[config.mk]
export PLATFORM = sky130hd
export DESIGN_NAME = sync_out_fmt
export DESIGN_NICKNAME = d
export VERILOG_FILES = /design/src/rtl/sync_out_fmt.sv
export SDC_FILE = /design/constraint.sdc
export NUM_CORES = 1
export LEC_CHECK = 0
export CAP_MARGIN = 20
export CORE_MARGIN = 2
export CORE_UTILIZATION = 33
export DETAILED_ROUTE_END_ITERATION = 10
export GPL_TIMING_DRIVEN = 0
export PLACE_DENSITY = 0.57
export SLEW_MARGIN = 20
export SYNTH_ARGS = -nofsm -noshare
export SYNTH_HDL_FRONTEND = slang
export SYNTH_SLANG_ARGS = --single-unit
[constraint.sdc]
create_clock -name clk -period 6.3 [get_ports clk]
set_clock_uncertainty 0.15 [all_clocks]
set_input_delay 0.63 -clock clk [delete_from_list [all_inputs] [get_ports clk]]
set_output_delay 0.63 -clock clk [all_outputs]
set_load 0.02 [all_outputs]
[src/rtl/sync_out_fmt.sv]
module sync_out_fmt #(
  parameter int PIXW  = 12,
  parameter int LINEW = 11
) (
  input  logic             clk,
  input  logic             rst_n,
  input  logic             lock_stb,
  input  logic [PIXW-1:0]  line_len,
  input  logic [7:0]       hs_width,
  input  logic             vs_raw,
  input  logic             vs_ext,
  input  logic             vs_src_ext,
  input  logic             coast_ext,
  input  logic [7:0]       ctrl,
  input  logic [LINEW-1:0] frame_lines,
  input  logic [7:0]       pre_coast,
  input  logic [7:0]       post_coast,
  output logic             hsout,
  output logic             hsout_oe,
  output logic             vsout,
  output logic             vsout_oe,
  output logic             hsyncout,
  output logic             hsyncout_oe,
  output logic             vsyncout,
  output logic             vsyncout_oe
);

  localparam logic [7:0]       CTRL_MASK = 8'h97;
  localparam logic [PIXW-1:0]  PIX_MAX   = '1;
  localparam logic [PIXW-1:0]  PIX_ONE   = PIXW'(1);
  localparam logic [LINEW-1:0] LINE_MAX  = '1;
  localparam logic [LINEW-1:0] LINE_ONE  = LINEW'(1);

  logic [7:0]       ctrl_q, ctrl_n;
  logic [PIXW-1:0]  pix_q, pix_n;
  logic [LINEW-1:0] line_q, line_n;
  logic [7:0]       post_q, post_n;
  logic [PIXW:0]    wid;
  logic             run_q, run_n, vs_q, vs_n, vs_sel;
  logic             hs_lead_n, hs_trail_n, pre_hit, coast_n, oe_q;

  assign ctrl_n = lock_stb ? (ctrl & CTRL_MASK) : ctrl_q;
  assign pix_n  = lock_stb ? '0 : ((pix_q == PIX_MAX) ? pix_q : pix_q + PIX_ONE);
  assign run_n  = run_q | lock_stb;
  assign vs_sel = vs_src_ext ? vs_ext : vs_raw;
  assign vs_n   = lock_stb ? vs_sel : vs_q;
  assign wid    = (hs_width == 8'd0) ? (PIXW+1)'(1) : (PIXW+1)'(hs_width);

  assign hs_lead_n  = run_n & ({1'b0, pix_n} < wid);
  assign hs_trail_n = run_n & (({1'b0, pix_n} + wid) >= {1'b0, line_len});

  always_comb begin
    line_n = line_q;
    post_n = post_q;
    if (lock_stb) begin
      if (vs_sel && !vs_q)
        line_n = '0;
      else if (line_q != LINE_MAX)
        line_n = line_q + LINE_ONE;
      if (!vs_sel && vs_q)
        post_n = post_coast;
      else if (post_q != 8'd0)
        post_n = post_q - 8'd1;
    end
  end

  assign pre_hit = (pre_coast != 8'd0) &&
                   (({1'b0, line_n} + (LINEW+1)'(pre_coast)) >= {1'b0, frame_lines});
  assign coast_n = vs_n | (post_n != 8'd0) | pre_hit | (coast_ext ^ ctrl_n[1]);

  always_ff @(posedge clk or negedge rst_n) begin
    if (!rst_n) begin
      ctrl_q   <= '0;
      pix_q    <= PIX_MAX;
      line_q   <= '0;
      post_q   <= '0;
      run_q    <= 1'b0;
      vs_q     <= 1'b0;
      hsout    <= 1'b0;
      hsyncout <= 1'b0;
      vsout    <= 1'b0;
      vsyncout <= 1'b0;
      oe_q     <= 1'b1;
    end else begin
      ctrl_q   <= ctrl_n;
      pix_q    <= pix_n;
      line_q   <= line_n;
      post_q   <= post_n;
      run_q    <= run_n;
      vs_q     <= vs_n;
      hsout    <= ctrl_n[2] ? hs_lead_n : hs_trail_n;
      hsyncout <= hs_lead_n;
      vsout    <= ctrl_n[7] ? coast_n : vs_n;
      vsyncout <= ctrl_n[4] ? vs_sel : vs_n;
      oe_q     <= ~ctrl_n[0];
    end
  end

  assign hsout_oe    = oe_q;
  assign vsout_oe    = oe_q;
  assign hsyncout_oe = oe_q;
  assign vsyncout_oe = oe_q;

  AST_OE_HOLD: assert property (@(posedge clk) disable iff (!rst_n)
    !lock_stb |=> $stable(hsout_oe));
  AST_HSYNC_START: assert property (@(posedge clk) disable iff (!rst_n)
    lock_stb |=> hsyncout);
  AST_LEAD_START: assert property (@(posedge clk) disable iff (!rst_n)
    (lock_stb && ctrl[2]) |=> hsout);
  AST_TRAIL_END: assert property (@(posedge clk) disable iff (!rst_n)
    (lock_stb && !ctrl[2] && (wid < {1'b0, line_len})) |=> !hsout);
  AST_VS_ALIGN_HOLD: assert property (@(posedge clk) disable iff (!rst_n)
    (!lock_stb && !ctrl_q[4]) |=> $stable(vsyncout));

endmodule

Yosys cells after proc, flatten, opt, wreduce, memory -nomap -nowiden:

Index checks and enable logic that the tools add are counted.

* add/sub/neg operators: 5
* magnitude comparators: 3
* equality and inequality tests: 2
* mux-type cells: 15
* bitwise operators: 8
* reductions and logical operators: 9

Operators by type and width (count)
* two-way mux 8 bit: 5
* two-way mux 11 bit: 3
* two-way mux 12 bit: 2
* nonzero test 8 bit: 3
* adder 12 x 8 -> 13 bit: 1
* greater-or-equal comparator 13 x 12 -> 1 bit: 1
* adder 11 x 8 -> 12 bit: 1
* adder 12 x 1 -> 12 bit (second input constant): 1
* equality test 12 bit (second input constant): 1
* greater-or-equal comparator 12 x 11 -> 1 bit: 1
* < comparator 12 x 8 -> 1 bit: 1
* adder 11 x 1 -> 11 bit (second input constant): 1
* inequality test 11 bit (second input constant): 1
* logical NOT 8 bit: 1
* subtractor 8 x 1 -> 8 bit (second input constant): 1
* two-way mux 1 bit: 5
* bitwise OR 1 bit: 4
* logical AND 1 bit: 3
* bitwise AND 1 bit: 2
* logical NOT 1 bit: 2
* NOT 1 bit: 1
* bitwise XOR 1 bit: 1

* flip-flop bits (word level): 43
* bits of input ports: 62
* output and inout port bits: 8
* logic and storage cells: 53

Longest topological paths before layout:

Gate-level depths: netlist of run 1.

* word-level depth: 10
* depth in mapped cells: 23
* gate-level depth less buffers: 23

Least setup slack after synthesis of run 1:

No wires, ideal clock.

* path type: input-to-reg
* start point: in lock_stb
* end point: reg vsout
* setup time: 0.126 ns
* arrival: 5.195 ns
* required time: 6.024 ns
* slack: 0.829 ns
* stages: 23
* buffers on the path: 3
* path through: clkbuf_1 clkbuf_1 clkbuf_1 and2_1 xnor2_1 nor2_1 ha_1 inv_1 fa_1 nor2b_1 o21ai_0 a21boi_0 o21ai_0 a21oi_1 nand3_1 xnor2_1 ha_1 a21oi_1 a21oi_1 or3_1 or4_1 or4_1 o32a_1

* word-level cells in the longest chain between the ends: 7
* elaborated cells on any way between the ends: 13
* those cells by class: add/sub: 1; order compare: 1; mux: 5; bitwise: 4; reduce/logical: 2

RTL lines
* from (decl): RTL line 7 `input logic lock_stb,`
* two-way mux 11 bit: RTL line 55 `if (lock_stb) begin`
* named net line_n[0]: RTL line 36 `logic [LINEW-1:0] line_q, line_n;`
* adder 11 x 8 -> 12 bit: RTL line 68 `(({1'b0, line_n} + (LINEW+1)'(pre_coast)) >= {1'b0, frame_lines});`
* greater-or-equal comparator 12 x 11 -> 1 bit: RTL line 68
* logical AND 1 bit: RTL line 67 `assign pre_hit = (pre_coast != 8'd0) &&`
* bitwise OR 1 bit (2 in series): RTL line 69 `assign coast_n = vs_n | (post_n != 8'd0) | pre_hit | (coast_ext ^ ctrl_n[1]);`
* two-way mux 1 bit: RTL line 93 `vsout <= ctrl_n[7] ? coast_n : vs_n;`
* to (signal assigned): RTL line 93
* to (decl): RTL line 20 `output logic vsout,`

The timed path passes the listed nets, and every way through them passes these cells.

Worst setup path in the final report of run 1:

Same ends and word-level chain as after synthesis.

==> results of run 1 <==
==> cells in the mapped netlist (3+ instances only) <==
cell / n
nand2b_1: 9
ha_1: 52
or3_1: 6
o22ai_1: 3
buf_4: 3
dfstp_2: 13
o21a_1: 5
a221o_1: 3
nand4_1: 3
a21oi_1: 29
nor3_1: 12
xor2_1: 13
clkbuf_1: 11
mux2_2: 4
dfrtp_1: 30
inv_1: 49
nor2_1: 37
xnor2_1: 14
nor4_1: 8
nand3_1: 16
nor2b_1: 5
a21o_1: 4
mux2i_1: 7
a31oi_1: 7
nand2_1: 27
o21ai_0: 19
==> repair_timing <==
action | 4_1_cts | 5_1_grt
endpoints found under the setup margin | 1 | 1
buffers inserted | 0 | 0
gates resized for setup | 6 | 2
==> final timing paths <==
check / from / to / slack (ns) / depth (start not counted)
setup / recovery: lock_stb / vsout / 0.36 / 21
hold / removal: rst_n / line_q[9] / 0.11 / 1
setup reg to reg: line_q[3] / vsout / 0.38 / 23
hold reg to reg: ctrl_q[0] / hsout_oe / 0.26 / 1
max in group asynchronous: rst_n / pix_q[6] / 5.35 / 2
min in group clk: ctrl_q[0] / hsout_oe / 0.26 / 1
==> metrics by stage <==
step                      hold slack (ns)  instance area [µm²]  TNS (ns)
final                               0.110                 4750         0
after global routing                0.126                 4750         0
after CTS                           0.121                 4760         0
after detailed placement            0.250                 4600     -1.09
after global placement              0.242                 4590     -1.00
after floorplan                     0.184                 3750         0
==> registers in the layout, indices dropped and copies added (netlist names) <==
signal / cells
hsyncout: 1
pix_q: 12
run_q: 1
ctrl_q: 5
hsout: 1
vsout: 1
line_q: 11
vsyncout: 1
vs_q: 1
hsout_oe: 1
post_q: 8
==> worst max-delay path, stage by stage <==
cell and delay (ns):
clkdlybuf4s50_1 0.55, inv_1 0.21, nor3_1 0.69, nor2_1 0.17, ha_1 0.24, inv_1 0.07
fa_1 0.20, nor2b_1 0.05, o21ai_0 0.19, a21boi_0 0.14, o21ai_0 0.34, a21oi_2 0.12
nand3_1 0.11, xnor2_1 0.14, ha_1 0.27, a21oi_1 0.19, a21oi_1 0.10, or3_1 0.36
or4_1 0.45, or4_1 0.42, o32a_1 0.31
==> layout by cell type, fill, tap and decap left out, drive strengths merged, types with 3 or more instances in the layout <==
cell,n
dfrtp,30
nor2b,5
o21ai,19
buf,6
nand4,3
o21a,5
a221o,3
clkdlybuf4s50,65
nor2,37
nand2b,9
o22ai,3
ha,52
mux2,4
or4,3
inv,50
xnor2,14
a21oi,29
nor3,12
xor2,13
a31oi,7
a21o,4
nor4,8
nand3,16
nand2,27
mux2i,8
or3,6
clkbuf,13
and2,3
dfstp,13
==> layer usage <==
metal	global-route usage [%]	up-vias	part of all wire (%)
met5	0	-	0
met4	3.00	0	0.91
met3	2.09	7	3.0
met2	25.1	49	49
met1	18.7	1488	48
li1	-	1675	-
==> cell families (layout without fill, tap and decap cells) <==
group / Yosys count / after routing / synth area share, %
simple gates: 141 / 141 / 19.1
compound gates: 94 / 94 / 16.8
buf+inv: 63 / 136 / 6.60
fa+ha+maj: 54 / 54 / 18.4
flops: 43 / 43 / 29.1
xor+xnor: 27 / 27 / 6.30
mux: 12 / 12 / 3.67
==> area by class of cell <==
type                    count  share of cell area [%]
plain buffers              12                    1.26
clock buffers               5                    2.63
clock inverters             3                   0.500
inverters                  49                    3.87
multi-input cells         328                    50.8
flip-flops and latches     43                    23.0
well taps                 140                    3.69
repair buffers             67                    14.2
==> power by group through the flow <==
stage                     clock network, µW  registers [µW]  logic, µW
final                                   259             362        407
after floorplan                           0             358        278
after CTS                               264             361        412
after global routing                    279             368        466
after detailed placement                  0             365        407
after global placement                    0             364        395
==> summary.txt, run 1 <==
Worst setup path
  – Critical path class: in2reg
  – Crit path required time: 6.32 ns
  – Max FO, Critical Path: 8
  – Startpoint types: primary input
  – Worst EP arrival: 5.96 ns
  – CP endpoint kind: flip-flop

Pwr
  – Clock power share: 25.2%
  – Combinational fraction of design power: 39.6%
  – Total Power: 1030 µW
  – Sequential power share: 35.2%
  – Lkg Pwr: 0.00215 µW
  – Switch Pwr: 363 µW
  – Cell Int Power: 664 µW
  – Worst vdd ir: 0.000129 V
  – Power per standard cell area: 216 nW/µm²
  – Switching part of the total power: 35.4%

Timing
  – Period utilization: 94.3%
  – Final Critical Period: 5.94 ns
  – Max-slew headroom: 47.5%
  – Slew @ Worst Pin: 0.781 ns
  – Max Slew Vio Count: 0
  – Final setup vio count: 0
  – Final Hold Vio Count: 0
  – RSZ-0062 raised after global routing: false
  – Worst Setup Slack, final: 0.358 ns
  – Max Clk Rate: 168 MHz

Final layout
  – Fillers: 1109
  – Final Core Density: 43.3%
  – Area grow syn2layout: 26.6%
  – Area of the multi-input gates: 2420 µm²
  – Layout cell share with drive strength beyond 1: 7.89%
  – Reg area: 1090 µm²
  – Non-Filler Instances: 647
  – ANT cells: 0
  – Layout Nets: 622

CTS
  – Longest Clk Path Bufs: 2
  – H-tree depth: 2
  – Clock Latency Late Sink: 0.28 ns
  – Root buffer cell: clkbuf_16
  – Total CTS buffers: 5
  – CTS tree: yes
  – Clock Sinks: 43
  – Clk slew on worst S/H paths: 0.07 ns
  – Hold_buf cts: 0

Synthesis
  – Warnings, synthesis: 0
  – Main area contributors after synthesis: dfrtp_1 20%, ha_1 17%, dfstp_2 9.1%
  – Cell Area, Synth: 3750 µm²
  – Syn_nets: 550
  – Area leader, netlist: dfrtp_1
  – Seq/Total Area, Yosys: 29.1%
  – Number of synthesized register bits: 43
  – Post-synth ARST share: 100%
  – Mean Syn Cell Area: 8.65 µm²
  – EDFF count, synth: 0
  – Synth Instances: 434
  – Top cell type's share of synthesized area: 20.0%
  – Yosys cell types: 57
  – Ys flop type: dfrtp_1

Placed design
  – DP Cell Count: 641
  – Port bufs: 66
  – GPL Wtd Cong: 0.834
  – Pre-CTS setup slack: -0.902 ns
  – Post-detail-place hpwl: 7.05 mm

Floorplanning
  – Die Y: 111 µm
  – Initial Util: 34.2%
  – Die footprint: 12200 µm²
  – Core area: 11000 µm²
  – # rows: 38
  – Die width: 111 µm
  – Boundary pin count: 70

Status
  – Status: finished clean

Route
  – Via count: 3219
  – Final ANT Viol Nets: 0
  – DRC viols: 0
  – Iteration-0 DRC Markers: 115
  – Routed WL: 8.53 mm
  – First-pass detailed-route iteration total: 4
  – Vias/cell: 4.98
  – Routed WL per cell: 13.2 µm

Global route
  – Initial antenna violation count: 0
  – First-pass GRT wire length: 14.7 mm
  – Largest net degree at the start of global routing: 29
  – Grt ovf: 0
  – Total GRT Usage: 14.3%
  – Vias in the first global route: 3227

Worst hold path
  – Hold WC Path Type: in2async

Flow run
  – Max-cap violation count: 0
(Power assumes the default switching activity.)
==> run 2: changes to the inputs <==
--- a/config.mk
+++ b/config.mk
@@ -8,9 +8,11 @@
 export CAP_MARGIN = 20
 export CORE_MARGIN = 2
 export CORE_UTILIZATION = 33
+export CTS_CLUSTER_DIAMETER = 200
 export DETAILED_ROUTE_END_ITERATION = 10
 export GPL_TIMING_DRIVEN = 0
 export PLACE_DENSITY = 0.57
+export SKIP_CTS_REPAIR_TIMING = 1
 export SLEW_MARGIN = 20
 export SYNTH_ARGS = -nofsm -noshare
 export SYNTH_HDL_FRONTEND = slang
==> summary.txt, run 2 (synthesis results as in run 1) <==
Status
  – Status: finished clean

Worst hold path
  – Hold WC Path Type: in2async

Timing
  – Final Hold Vio Count: 0 (unchanged)
  – Max Slew Vio Count: 0 (unchanged)
  – Final setup vio count: 0 (unchanged)
  – Max Clk Rate: 167 MHz (-0.55%)
  – Min Hold Slack: 0.112 ns (+0.00212 ns)
  – Post-route setup TNS: 0 ns (unchanged)
  – Max-slew headroom: 47.2% (-0.33 points)
  – Final Critical Period: 5.97 ns (+0.0328 ns)
  – Slew @ Worst Pin: 0.786 ns (+0.00493 ns)
  – Period utilization: 94.8% (+0.52 points)

Worst setup path
  – Crit path required time: 6.31 ns (about the same)
  – Startpoint types: primary input
  – Reg2reg start: line_q[3]
  – Reg2reg setup slack: 0.44 ns (+0.06 ns)
  – Max FO, Critical Path: 10 (+2)
  – RR Endpoint: vsout
  – Max incr delay on CP: 0.57 ns (-0.12 ns)
  – CP endpoint kind: flip-flop
  – CP max-delay cell: clkdlybuf4s50_1
  – Cell Chain, Critical Path: clkdlybuf4s50_1, buf_6, buf_4, buf_6, and2_1, xnor2_1, nor2_1, ha_1, inv_1, fa_1, nor2b_1, o21ai_0, a21boi_1, o21ai_0, a21oi_2, nand3_1, xnor2_1, ha_1, a21oi_1, a21oi_1, or3_1, or4_1, or4_1, o32a_1
  – Critical path class: in2reg
  – CP delay by family, top: simple AND/OR/NAND/NOR gates
  – Buffers and inverters on the worst path: 5 (+2)
  – FF-to-FF path depth: 23 (unchanged)
  – Worst EP arrival: 5.99 ns (+0.03 ns)

CTS
  – Total CTS buffers: 5 (unchanged)
  – CTS tree: yes
  – Clock Latency Late Sink: 0.28 ns (about the same)
  – Longest Clk Path Bufs: 2 (unchanged)
  – Root buffer cell: clkbuf_16
  – H-tree depth: 2 (unchanged)
  – Clk slew on worst S/H paths: 0.06 ns (about the same)
  – Clock Sinks: 43 (unchanged)

Final layout
  – Flip-flop count of the largest register after layout: 12 (unchanged)
  – Largest Register: pix_q
  – Commonest non-fill, non-tap cell in the layout: clkdlybuf4s50_1
  – Layout Nets: 624 (+0.32%)
  – Largest registers: pix_q (12), line_q (11), post_q (8)
  – Most used cells in the layout excluding fill and tap cells: 65 x clkdlybuf4s50_1, 52 x ha_1, 49 x inv_1
  – ANT cells: 0 (unchanged)
  – Layout cell share with drive strength beyond 1: 8.25% (+0.36 points)
  – Area grow syn2layout: 27.2%

Global route
  – Total GRT Usage: 14.3% (about the same)
  – Vias in the first global route: 3220 (-0.22%)
  – Grt ovf: 0 (unchanged)
  – Initial antenna violation count: 0 (unchanged)
  – Largest net degree at the start of global routing: 29 (unchanged)
  – First-pass GRT wire length: 14.7 mm (-0.14%)

Floorplanning
  – Boundary pin count: 70 (unchanged)
  – Core area: 11000 µm² (unchanged)
  – Die width: 111 µm (unchanged)
  – Die footprint: 12200 µm² (unchanged)
  – Initial Util: 34.2% (unchanged)
  – # rows: 38 (unchanged)
  – Die Y: 111 µm (unchanged)

Route
  – Iteration-0 DRC Markers: 109 (-5.2%)
  – First-pass detailed-route iteration total: 4 (unchanged)
  – Routed WL per cell: 13.3 µm (+0.80%)
  – Vias/cell: 4.98 (+0.13%)
  – Routed WL: 8.63 mm (+1.1%)
  – DRC viols: 0 (unchanged)
  – Via count: 3233 (+0.43%)
  – Final ANT Viol Nets: 0 (unchanged)

Pwr
  – Lkg Pwr: 0.00216 µW (+0.57%)
  – Total Power: 1030 µW (about the same)
  – Power per standard cell area: 215 nW/µm² (-0.38%)
  – Worst vdd ir: 0.000128 V (-0.66%)

Placed design
  – Post-detail-place hpwl: 7.05 mm (unchanged)
  – GPL Wtd Cong: 0.834 (unchanged)
  – Port bufs: 66 (unchanged)

Flow run
  – Max-cap violation count: 0 (unchanged)
## run 2: routing by layer
metal,global-route usage [%],vias to the layer above,part of all wire (%)
met5,0,-,0
met4,3.00,0,0.81
met3,2.09,6,3.2
met2,25.0,53,48
met1,18.7,1490,48
li1,-,1684,-
## run 2: per-stage QoR
step / worst slack [ns] / utilization, % / cell area, µm² / std cells
floorplan: 0.829 / - / 3750 / 434
global placement: -0.833 / 41.8 / 4590 / 640
detailed placement: -0.902 / 41.9 / 4600 / 641
CTS: -0.618 / 43.3 / 4750 / 649
global route: -0.00392 / 43.5 / 4770 / 649
finish: 0.325 / 43.5 / 4770 / 649
## run 2: worst max-delay path by stage
stage	startpoint	end	cells past startpoint	slack [ns]
6_report	lock_stb	vsout	24	0.33
5_1_grt	lock_stb	vsout	24	-0.004
4_1_cts	lock_stb	vsout	24	-0.62
3_5_place_dp	lock_stb	vsout	24	-0.90
3_3_place_gp	lock_stb	vsout	24	-0.83
2_1_floorplan	lock_stb	vsout	23	0.83
## run 2: layout make-up
cell class | instances | area, µm²
tap | 140 | 175
buffer | 14 | 82.6
sequential | 43 | 1090
clock inverter | 3 | 23.8
multi-input combinational | 328 | 2420
clock buffer | 5 | 125
inverter | 49 | 184
timing repair buffer | 67 | 676
fill | 1108 | 6210
## run 2: power by group
part | internal [µW] | switching [µW]
registers | 318 | 43.8
clock network | 148 | 110
logic | 200 | 209
total | 666 | 363
==> run 3: changes to the inputs <==
==> constraint.sdc (replaced) <==
create_clock -name clk -period 5.6 [get_ports clk]
set_clock_uncertainty 0.15 [all_clocks]
set_input_delay 0.56 -clock clk [delete_from_list [all_inputs] [get_ports clk]]
set_output_delay 0.56 -clock clk [all_outputs]
set_load 0.02 [all_outputs]
==> summary.txt, run 3 (synthesis results as in run 1) <==
Timing
  – Min Hold Slack: 0.0417 ns (-0.0700 ns)
  – RSZ-0062 raised after global routing: true
  – Max Slew Vio Count: 0 (unchanged)
  – Final setup vio count: 0 (unchanged)
  – Final Critical Period: 5.47 ns
  – Final Hold Vio Count: 0 (unchanged)
  – Max Clk Rate: 183 MHz
  – Max-slew headroom: 57.0% (+9.8 points)
  – Slew @ Worst Pin: 0.641 ns (-0.145 ns)
  – Period utilization: 97.7%

Final layout
  – Most used cells in the layout excluding fill and tap cells: 64 x clkdlybuf4s50_1, 50 x ha_1, 49 x inv_1
  – ANT cells: 0 (unchanged)
  – Area of the multi-input gates: 2500 µm² (+3.6%)
  – Area grow syn2layout: 31.2%
  – Layout cell share with drive strength beyond 1: 12.8% (+4.5 points)
  – Non-Filler Instances: 657 (+1.2%)
  – Commonest non-fill, non-tap cell in the layout: clkdlybuf4s50_1
  – Reg area: 1090 µm² (unchanged)
  – Layout Nets: 632 (+1.3%)
  – Fin area: 4920 µm² (+3.1%)
  – Largest registers: pix_q (12), line_q (11), post_q (8)
  – Fillers: 1093 (-1.4%)
  – Flip-flop count of the largest register after layout: 12 (unchanged)
  – Largest Register: pix_q
  – Final Core Density: 44.8% (+1.4 points)

CTS
  – Longest Clk Path Bufs: 2 (unchanged)
  – CTS tree: yes
  – H-tree depth: 2 (unchanged)
  – Total CTS buffers: 5 (unchanged)
  – Clk slew on worst S/H paths: 0.06 ns (about the same)
  – Clock Latency Late Sink: 0.28 ns (about the same)
  – Root buffer cell: clkbuf_16
  – Clock Sinks: 43 (unchanged)

Flow run
  – Max-cap violation count: 0 (unchanged)

Worst setup path
  – Critical path class: in2reg
  – Worst EP arrival: 5.48 ns (-0.51 ns)
  – Levels on crit path: 21 (-13%)
  – Startpoint types: primary input
  – CP endpoint kind: flip-flop
  – CP delay by family, top: simple AND/OR/NAND/NOR gates
  – CP max-delay cell: clkdlybuf4s50_1
  – Crit path required time: 5.62 ns (-0.69 ns)
  – Max FO, Critical Path: 8 (-2)
  – Buffers and inverters on the worst path: 2 (-3)
  – Most frequent cell on the critical path: a21oi_2
  – Max incr delay on CP: 0.52 ns (-0.05 ns)
  – FF-to-FF path depth: 23 (unchanged)
  – Cell Chain, Critical Path: clkdlybuf4s50_1, mux2i_4, nor3_2, nor2_2, ha_2, inv_1, fa_2, nor2b_1, o21ai_1, a21boi_1, o21ai_2, a21oi_2, nand3_1, xnor2_1, ha_1, a21oi_2, a21oi_1, or3_1, or4_4, or4_1, o32a_1

Route
  – Iteration-0 DRC Markers: 93 (-15%)
  – WL met2: 4.32 mm (+4.2%)
  – DRC viols: 0 (unchanged)
  – Routed WL: 8.87 mm (+2.8%)
  – First-pass detailed-route iteration total: 6 (+2)
  – Via count: 3301 (+2.1%)
  – Metal1 wirelength: 4.19 mm (+1.2%)
  – Vias/cell: 5.02 (+0.86%)
  – Routed WL per cell: 13.5 µm (+1.6%)
  – Final ANT Viol Nets: 0 (unchanged)
  – Met3 WL: 294 µm (+6.5%)
  – Highest metal used: met4

Status
  – Status: finished clean

Floorplanning
  – Die Y: 111 µm (unchanged)
  – Boundary pin count: 70 (unchanged)
  – Die footprint: 12200 µm² (unchanged)
  – # rows: 38 (unchanged)
  – Die width: 111 µm (unchanged)
  – Initial Util: 34.2% (unchanged)
  – Core area: 11000 µm² (unchanged)

Global route
  – Vias in the first global route: 3220 (unchanged)
  – First-pass GRT wire length: 14.7 mm (unchanged)
  – Largest net degree at the start of global routing: 29 (unchanged)
  – Total GRT Usage: 14.3% (unchanged)
  – Grt ovf: 0 (unchanged)
  – Initial antenna violation count: 0 (unchanged)

Pwr
  – Total Power: 1210 µW (+17%)
  – Lkg Pwr: 0.00223 µW (+3.4%)
  – Power per standard cell area: 245 nW/µm² (+14%)
  – Worst vdd ir: 0.000153 V (+20%)

Placed design
  – Dpl cell area: 4600 µm² (unchanged)
  – Port bufs: 66 (unchanged)
  – DP Cell Count: 641 (unchanged)
  – Post-detail-place hpwl: 7.05 mm (unchanged)
  – GPL Wtd Cong: 0.834 (unchanged)

Worst hold path
  – Hold WC Path Type: in2async
[run 3: power breakdown]
group          switching, µW  leakage, µW  internal, µW
registers               49.0     0.000499           357
logic                    256      0.00167           256
clock network            124    0.0000664           167
total                    428      0.00223           780
[run 3: metrics by stage]
stage               worst slack (ns)  setup TNS, ns
floorplan                      0.199              0
global placement               -1.46          -2.26
detailed placement             -1.53          -2.35
CTS                            -1.25          -1.80
global route                 -0.0776        -0.0776
finish                         0.131              0
[run 3: worst paths after layout]
path	startpoint	endpoint	slack, ns
hold / removal	rst_n	line_q[9]	0.04
setup reg to reg	line_q[2]	vsout	0.13
max in group asynchronous	rst_n	pix_q[6]	4.72
hold reg to reg	ctrl_q[0]	hsout_oe	0.26
setup / recovery	vs_src_ext	vsout	0.13
min in group clk	ctrl_q[0]	hsout_oe	0.26
[run 3: area by class of cell]
cell class	count	share of cell area (%)
clock buffers	5	2.54
multi-input cells	328	50.8
inverters	49	3.73
repair buffers	75	15.0
well taps	140	3.56
flip-flops and latches	43	22.2
plain buffers	14	1.68
clock inverters	3	0.483
[run 3: layer usage]
layer / GRT usage, % / vias to the layer above
met5: 0 / -
met4: 3.00 / 0
met3: 2.09 / 6
met2: 25.0 / 60
met1: 18.7 / 1538
li1: - / 1697
